<file path="src/rtl/rle_pkg.sv">
`timescale 1ns/1ps
package rle_pkg;
  typedef enum logic [1:0] {
    WMODE_8   = 2'b00,
    WMODE_16  = 2'b01,
    WMODE_32  = 2'b10,
    WMODE_32B = 2'b11
  } wmode_e;

  // output slot order, lowest index leaves first
  localparam int unsigned N_SLOTS   = 4;
  localparam int unsigned SLOT_HELD = 0;
  localparam int unsigned SLOT_PRE  = 1;
  localparam int unsigned SLOT_LIT  = 2;
  localparam int unsigned SLOT_POST = 3;
endpackage

</file>
<file path="src/rtl/rle_width_ctl.sv">
`timescale 1ns/1ps
module rle_width_ctl
  import rle_pkg::*;
#(
  parameter int unsigned DATA_W = 32
) (
  input  logic [1:0]        mode_i,
  output logic [DATA_W-1:0] word_mask_o,
  output logic [DATA_W-1:0] body_mask_o,
  output logic [DATA_W-1:0] marker_o
);
  localparam logic [DATA_W-1:0] ALL1   = {DATA_W{1'b1}};
  localparam logic [DATA_W-1:0] MASK_Q = ALL1 >> (DATA_W - DATA_W/4);
  localparam logic [DATA_W-1:0] MASK_H = ALL1 >> (DATA_W - DATA_W/2);

  always_comb begin
    case (wmode_e'(mode_i))
      WMODE_8:  word_mask_o = MASK_Q;
      WMODE_16: word_mask_o = MASK_H;
      default:  word_mask_o = ALL1;
    endcase
  end

  assign body_mask_o = word_mask_o >> 1;
  assign marker_o    = word_mask_o ^ body_mask_o;
endmodule

</file>
<file path="src/rtl/rle_run_tracker.sv">
`timescale 1ns/1ps
module rle_run_tracker #(
  parameter int unsigned DATA_W = 32
) (
  input  logic              clk_i,
  input  logic              rst_ni,
  input  logic              en_i,
  input  logic              valid_i,
  input  logic              flush_i,
  input  logic [DATA_W-1:0] sample_i,
  input  logic [DATA_W-1:0] body_mask_i,
  input  logic [DATA_W-1:0] marker_i,
  output logic              pre_vld_o,
  output logic [DATA_W-1:0] pre_word_o,
  output logic              lit_vld_o,
  output logic [DATA_W-1:0] lit_word_o,
  output logic              post_vld_o,
  output logic [DATA_W-1:0] post_word_o,
  output logic              have_run_o,
  output logic [DATA_W-1:0] cnt_o
);
  localparam logic [DATA_W-1:0] ONE = {{(DATA_W-1){1'b0}}, 1'b1};

  logic              have_q, have_d;
  logic [DATA_W-1:0] ref_q, ref_d;
  logic [DATA_W-1:0] cnt_q, cnt_d;
  logic [DATA_W-1:0] body, cnt_inc;
  logic              match;

  assign body    = sample_i & body_mask_i;
  assign match   = have_q && (body == (ref_q & body_mask_i));
  assign cnt_inc = cnt_q + ONE;

  always_comb begin
    have_d      = have_q;
    ref_d       = ref_q;
    cnt_d       = cnt_q;
    pre_vld_o   = 1'b0;
    pre_word_o  = '0;
    lit_vld_o   = 1'b0;
    lit_word_o  = '0;
    post_vld_o  = 1'b0;
    post_word_o = '0;
    if (!en_i) begin
      have_d = 1'b0;
      cnt_d  = '0;
    end else begin
      if (valid_i) begin
        if (match) begin
          if (cnt_inc == body_mask_i) begin
            // saturated: close pair, next equal sample reopens
            post_vld_o  = 1'b1;
            post_word_o = marker_i | cnt_inc;
            have_d      = 1'b0;
            cnt_d       = '0;
          end else begin
            cnt_d = cnt_inc;
          end
        end else begin
          if (cnt_q != '0) begin
            pre_vld_o  = 1'b1;
            pre_word_o = marker_i | cnt_q;
          end
          lit_vld_o  = 1'b1;
          lit_word_o = body;
          have_d     = 1'b1;
          ref_d      = body;
          cnt_d      = '0;
        end
      end
      if (flush_i) begin
        if (!post_vld_o && cnt_d != '0) begin
          post_vld_o  = 1'b1;
          post_word_o = marker_i | cnt_d;
        end
        have_d = 1'b0;
        cnt_d  = '0;
      end
    end
  end

  always_ff @(posedge clk_i or negedge rst_ni) begin
    if (!rst_ni) begin
      have_q <= 1'b0;
      ref_q  <= '0;
      cnt_q  <= '0;
    end else begin
      have_q <= have_d;
      ref_q  <= ref_d;
      cnt_q  <= cnt_d;
    end
  end

  assign have_run_o = have_q;
  assign cnt_o      = cnt_q;
endmodule

</file>
<file path="src/rtl/rle_out_queue.sv">
`timescale 1ns/1ps
module rle_out_queue
  import rle_pkg::*;
#(
  parameter int unsigned DATA_W = 32
) (
  input  logic              clk_i,
  input  logic              rst_ni,
  input  logic              en_i,
  input  logic              pass_vld_i,
  input  logic [DATA_W-1:0] pass_word_i,
  input  logic              pre_vld_i,
  input  logic [DATA_W-1:0] pre_word_i,
  input  logic              lit_vld_i,
  input  logic [DATA_W-1:0] lit_word_i,
  input  logic              post_vld_i,
  input  logic [DATA_W-1:0] post_word_i,
  output logic              held_o,
  output logic              valid_o,
  output logic [DATA_W-1:0] data_o
);
  logic              held_q;
  logic [DATA_W-1:0] held_w_q;
  logic [N_SLOTS-1:0] req;
  logic [DATA_W-1:0] cand [N_SLOTS];
  logic              first_vld, second_vld;
  logic [DATA_W-1:0] first_w, second_w;

  always_comb begin
    req             = '0;
    req[SLOT_HELD]  = held_q;
    req[SLOT_PRE]   = pre_vld_i;
    req[SLOT_LIT]   = lit_vld_i;
    req[SLOT_POST]  = post_vld_i;
    cand[SLOT_HELD] = held_w_q;
    cand[SLOT_PRE]  = pre_word_i;
    cand[SLOT_LIT]  = lit_word_i;
    cand[SLOT_POST] = post_word_i;
  end

  always_comb begin
    first_vld  = 1'b0;
    second_vld = 1'b0;
    first_w    = '0;
    second_w   = '0;
    for (int i = 0; i < N_SLOTS; i++) begin
      if (req[i]) begin
        if (!first_vld) begin
          first_vld = 1'b1;
          first_w   = cand[i];
        end else if (!second_vld) begin
          second_vld = 1'b1;
          second_w   = cand[i];
        end
      end
    end
  end

  always_ff @(posedge clk_i or negedge rst_ni) begin
    if (!rst_ni) begin
      valid_o  <= 1'b0;
      data_o   <= '0;
      held_q   <= 1'b0;
      held_w_q <= '0;
    end else if (!en_i) begin
      valid_o  <= pass_vld_i;
      data_o   <= pass_vld_i ? pass_word_i : '0;
      held_q   <= 1'b0;
      held_w_q <= '0;
    end else begin
      valid_o  <= first_vld;
      data_o   <= first_w;
      held_q   <= second_vld;
      held_w_q <= second_w;
    end
  end

  assign held_o = held_q;
endmodule

</file>
<file path="src/rtl/rle_compressor.sv">
`timescale 1ns/1ps
module rle_compressor #(
  parameter int unsigned DATA_W = 32
) (
  input  logic              clk_i,
  input  logic              rst_ni,
  input  logic              en_i,
  input  logic [1:0]        mode_i,
  input  logic              flush_i,
  input  logic              smp_valid_i,
  input  logic [DATA_W-1:0] smp_data_i,
  output logic              word_valid_o,
  output logic [DATA_W-1:0] word_data_o
);
  logic [DATA_W-1:0] word_mask, body_mask, marker;
  logic              pre_vld, lit_vld, post_vld;
  logic [DATA_W-1:0] pre_word, lit_word, post_word;
  logic              have_run, held_full;
  logic [DATA_W-1:0] run_cnt;

  rle_width_ctl #(.DATA_W(DATA_W)) u_width (
    .mode_i      (mode_i),
    .word_mask_o (word_mask),
    .body_mask_o (body_mask),
    .marker_o    (marker)
  );

  rle_run_tracker #(.DATA_W(DATA_W)) u_track (
    .clk_i       (clk_i),
    .rst_ni      (rst_ni),
    .en_i        (en_i),
    .valid_i     (smp_valid_i),
    .flush_i     (flush_i),
    .sample_i    (smp_data_i),
    .body_mask_i (body_mask),
    .marker_i    (marker),
    .pre_vld_o   (pre_vld),
    .pre_word_o  (pre_word),
    .lit_vld_o   (lit_vld),
    .lit_word_o  (lit_word),
    .post_vld_o  (post_vld),
    .post_word_o (post_word),
    .have_run_o  (have_run),
    .cnt_o       (run_cnt)
  );

  rle_out_queue #(.DATA_W(DATA_W)) u_queue (
    .clk_i       (clk_i),
    .rst_ni      (rst_ni),
    .en_i        (en_i),
    .pass_vld_i  (smp_valid_i),
    .pass_word_i (smp_data_i & word_mask),
    .pre_vld_i   (pre_vld),
    .pre_word_i  (pre_word),
    .lit_vld_i   (lit_vld),
    .lit_word_i  (lit_word),
    .post_vld_i  (post_vld),
    .post_word_i (post_word),
    .held_o      (held_full),
    .valid_o     (word_valid_o),
    .data_o      (word_data_o)
  );
endmodule

</file>
<file path="config.mk">
export PLATFORM = sky130hd
export DESIGN_NAME = rle_compressor
export DESIGN_NICKNAME = d
export VERILOG_FILES = /design/src/rtl/rle_pkg.sv /design/src/rtl/rle_width_ctl.sv /design/src/rtl/rle_run_tracker.sv /design/src/rtl/rle_out_queue.sv /design/src/rtl/rle_compressor.sv
export SDC_FILE = /design/constraint.sdc
export NUM_CORES = 1
export LEC_CHECK = 0
export BUFFER_PORTS_ARGS = -buffer_cell sky130_fd_sc_hd__buf_4
export CAP_MARGIN = 20
export CORE_MARGIN = 2
export CORE_UTILIZATION = 47
export CTS_CLUSTER_SIZE = 30
export DETAILED_ROUTE_END_ITERATION = 8
export PLACE_DENSITY = 0.75
export SETUP_SLACK_MARGIN = 0.5
export SLEW_MARGIN = 40
export SYNTH_ARGS = -nofsm -noshare
export SYNTH_HDL_FRONTEND = slang
export SYNTH_SLANG_ARGS = --single-unit
</file>
<file path="constraint.sdc">
create_clock -name clk_i -period 3.62 [get_ports clk_i]
set_input_delay 0.724 -clock clk_i [delete_from_list [all_inputs] [get_ports clk_i]]
set_output_delay 0.724 -clock clk_i [all_outputs]
set_load 0.1 [all_outputs]
</file>
==> run summary <==
The flow ran to the end, and the final reports show no timing, DRC or antenna violations. The post-CTS clock slew at the launch and capture registers of the worst setup and hold paths was 60 ps; the period utilization was 95.5%. Synthesis produced 1043 cells. For the antenna diode instance count, the log shows 0. Derived from the worst setup path, the maximum achievable clock frequency is 289 MHz. In this run the worst path has a maximum fanout of 7. Slowest stage cell on the critical path: a2111o_1. In the final layout, the multi-input gates occupy 5770 um^2. Yosys attributes the largest share of cell area to dfrtp_1, nand2_1, xnor2_1.

The family with the most delay on the worst path was compound AO/OA/AOI/OAI gates. After synthesis, the largest area contributor takes up 37.5% of total cell area. The run gives 0 as the residual DRC count.

Most frequently used flop master after synthesis: dfrtp_1. The static leakage came out at 5.28 nW. The count of state elements after synthesis works out to 130. The fill cell instance count of the final layout was 1401; the slew at the pin closest to its max-slew limit was 860 ps.

The number of nets in the final layout was 1277; the clock share of power was 45.3%. The internal portion of the total power is 0.00277 W. Number of global-route vias before repair: 9345.

The worst register-to-register path ends at u_queue.held_w_q[1]$_DFF_PN0_. The number of slew-limit violations in the final report was 0; the mean instance size in the synthesized netlist was 8.31 um^2. The area of the die was 19500 um^2; the number of vias in the routed layout was 9898. Combinational logic is responsible for 15.8% of the overall power.

Of the total power, the share spent switching nets is 30.6%. Dividing the detail-routed via count by the number of cells gives 6.71. For this configuration, the core starts out at a cell density of 48.1%. Clock tree synthesis selected as its root buffer the cell clkbuf_16. After clock tree synthesis, the flow added hold-fix buffers numbering 0. The tools report the combined area of all synthesized cells as 8670 um^2. Setup violations remaining at the end of the flow were counted as 0. Dominant cell type by area after synthesis: dfrtp_1. The tools report the net count of the mapped netlist as 1086.

Count of input and output buffers: 71. The largest net degree at the start of global routing was 81. The most critical setup path has its endpoint at u_queue.held_w_q[1]$_DFF_PN0_.

The deepest clock path buffer count came out at 2. For the worst slew slack as a fraction of its limit, the log shows 42.6%. The run gives 0 as the count of endpoints failing hold in the final timing report. The total overflow left after global routing is 0.

The endpoint class of the critical path was a flop. For the reg2reg setup slack, the log shows 160 ps. In the final routed layout, each cell accounts on average for 23.7 um. In the final routing, the length of wire on met1 measures 13.0 mm. After floorplanning, the core was divided into 49 placement rows. The worst register-to-register path begins at u_track.cnt_o[9]$_DFF_PN0_. The HPWL after detailed placement is 23.7 mm. The path category of the worst min-delay check was input pin to async pin. The tools report the part of the Yosys area used for sequential elements as 37.5%. The first detailed-routing pass ran for 6 iterations. At the later pin of the worst-skew pair, clock insertion delay measures 440 ps. The tree built by TritonCTS fans out to 130 sinks. The run gives 75 as the count of unique library cells instantiated by Yosys. Setup repair after global routing could not meet its margin everywhere.

For the worst setup path, the data arrival time is 3810 ps. The stage delay of the slowest cell on the critical path works out to 470 ps. TritonCTS built the clock tree. Number of buffers and inverters on the critical path: 5. For the required arrival time at the worst endpoint, the log shows 3970 ps.

After the first detailed-routing iteration, the DRC count stood at 1684. Cells fill 67.7% of the core in the end. The logic depth of the worst path, buffers included was 15.

The worst setup path is of the flop to flop kind. The global routing usage summed across all routing layers came out at 35.2%. The tools report the largest clock skew in the final design as 12.6 ps.

The tools report the category of the worst setup path launch point as a flop. Counting flops with a built-in enable in the synthesized netlist gives 0. The post-route netlist has 37.9% of its cells at a drive strength greater than 1.

Area growth from synthesis to final layout: 40.7%. The routed design uses 3.81 mm of met3 wire. The most critical setup path has its startpoint at u_track.cnt_o[9]$_DFF_PN0_.

The share of total power dissipated in sequential elements is 38.8%. The number of buffers added by the clock tree synthesis step is 17. The congestion estimate from routability-driven global placement came to 1.01. In this run the power density over the cells is 327 nW/um^2.

Across the run, the number of max-cap violations was 0. The run gives 53.4 mm as the first-pass GRT wire length. After floorplanning, the core was sized to cover 18000 um^2. Counting flops with an async set or reset pin after synthesis yields a share of 100%. The initial antenna violation count is 0, and the routed length on met2 is 15.7 mm. The worst register-to-register path has a depth of 15. The x dimension of the die came out at 140 um. The y dimension of the die is 140 um, and the total of warnings raised by yosys is 0. The worst-case setup slack after placement is -83.7 ps. The combined flip-flop and latch cell area came out at 3270 um^2.

VDD sags by at most 0.443 mV. 72 I/O pins were placed. For the power dissipated by switching net loads, the log shows 0.00122 W.

Walking the worst path, the cells encountered are and4_4 > nand4_1 > buf_6 > buf_4 > nor3_4 > nand2b_1 > a2111o_1 > a211o_1 > o21ai_2 > o2bb2ai_4 > buf_6 > nand3_4 > buf_12 > buf_4 > o22ai_2. The H-tree generated during clock tree synthesis spans 4 levels. The worst path meets setup with 163 ps of slack. After routing, the total negative slack on setup checks comes to 0 ps. Summed over all layers, the routed wires come to 35.0 mm. The final critical delay including setup and external delays is 3460 ps.

The uppermost signal routing layer after detailed routing is met4. Once detail routing completed, the nets flagged for antenna violations numbered 0.
[Yosys cell counts, drive strengths merged, types with 3 or more instances]
cell      n
xnor2    46
or2       6
and2      6
inv      16
o21a      6
nand4    34
a211o     4
dfrtp   130
a21boi    6
o41ai     3
or3      10
nand2b    7
nor3     40
o22ai     7
mux2      9
nand3    46
a22oi    51
nand2   113
a22o      4
clkbuf   61
a221oi   20
a211oi    6
a31oi    12
nor4b     5
nor2     74
and4      8
a21oi    61
buf      37
xor2     35
nor4     25
ha        4
mux2i     7
and3     23
o21ai    89
[power groups by stage]
stage	Sequential, W	Combinational, W	Clock, W
2_1_floorplan	0.00172	0.000211	0
3_3_place_gp	0.00157	0.000568	0
3_5_place_dp	0.00158	0.000575	0
4_1_cts	0.00155	0.000606	0.00181
5_1_grt	0.00156	0.000667	0.00188
6_report	0.00155	0.000632	0.00181
[worst reg2reg max path: stages (launching register included)]
cell       delay (ps)
dfrtp_2           460
and4_4            260
nand4_1           140
buf_6             160
buf_4             130
nor3_4            140
nand2b_1          110
a2111o_1          470
a211o_1           360
o21ai_2           210
o2bb2ai_4         190
buf_6             140
nand3_4           100
buf_12            200
buf_4             130
o22ai_2           160
[cells by family (layout without fill, tap and decap cells)]
logic type,Yosys count,after routing,synth area share (%)
compound gates,291,292,21.8
xor+xnor,81,81,8.19
fa+ha+maj,4,4,0.577
buf+inv,114,317,5.66
flops,130,130,37.5
mux,16,16,1.98
simple gates,407,407,24.3
[timing repair]
item,4_1_cts,5_1_grt
setup endpoints to repair,99,99
setup buffers,35,11
resized for setup,133,77
pin swaps,52,35
gates cloned,3,0
[worst min-delay path by stage]
stage,start,to,slack (ps),depth (start not counted)
after global routing,rst_ni,u_track.cnt_o[14]$_DFF_PN0_,360,1
after CTS,rst_ni,u_track.cnt_o[24]$_DFF_PN0_,380,1
after floorplan,rst_ni,u_queue.data_o[0]$_DFF_PN0_,430,0
after global placement,u_track.ref_q[20]$_DFFE_PN0P_,u_track.ref_q[20]$_DFFE_PN0P_,470,2
final,rst_ni,u_track.cnt_o[22]$_DFF_PN0_,310,1
after detailed placement,u_track.ref_q[9]$_DFFE_PN0P_,u_track.ref_q[9]$_DFFE_PN0P_,480,2
[cells in the final DEF (no fill, tap or decap), types with 9 or more instances in the layout]
cell and instances:
a21oi_1 41, a21oi_2 13, a221oi_1 15, a22oi_1 47, a31oi_1 9, and3_1 16
buf_4 237, buf_6 23, clkbuf_16 17, dfrtp_1 117, dfrtp_2 13, inv_1 15
mux2_2 9, nand2_1 107, nand3_1 41, nand4_1 32, nor2_1 65, nor3_1 30
nor4_1 16, o21ai_0 45, o21ai_1 22, o21ai_2 18, xnor2_1 42, xor2_1 32
[sequential cells by signal (all words and copies together) (netlist names)]
signal,flops
u_track.have_run_o,1
u_queue.held_w_q,32
u_track.ref_q,31
u_queue.valid_o,1
u_queue.data_o,32
u_queue.held_o,1
u_track.cnt_o,32
[per-stage QoR]
stage / cell area (um^2) / instances / total power, W / hold WS [ps]
after floorplan: 8810 / 1043 / 0.00193 / 428
after global placement: 10300 / 1395 / 0.00214 / 471
after detailed placement: 10300 / 1395 / 0.00215 / 475
after CTS: 11800 / 1465 / 0.00397 / 383
after global routing: 12200 / 1476 / 0.00410 / 362
final: 12200 / 1476 / 0.00399 / 307
[metal layers]
metal | vias up | global-route usage [%]
li1 | 4204 | -
met1 | 4645 | 45.2
met2 | 839 | 55.6
met3 | 210 | 7.50
met4 | 0 | 19.5
met5 | - | 0
[final cells by class]
type,instances,share of cell area (%)
Clock inverter,14,1.36
Sequential cell,130,26.8
Inverter,16,0.492
Multi-Input combinational cell,800,47.3
Tap cell,229,2.35
Timing Repair Buffer,269,18.1
Clock buffer,18,3.60
(Power assumes the default switching activity.)
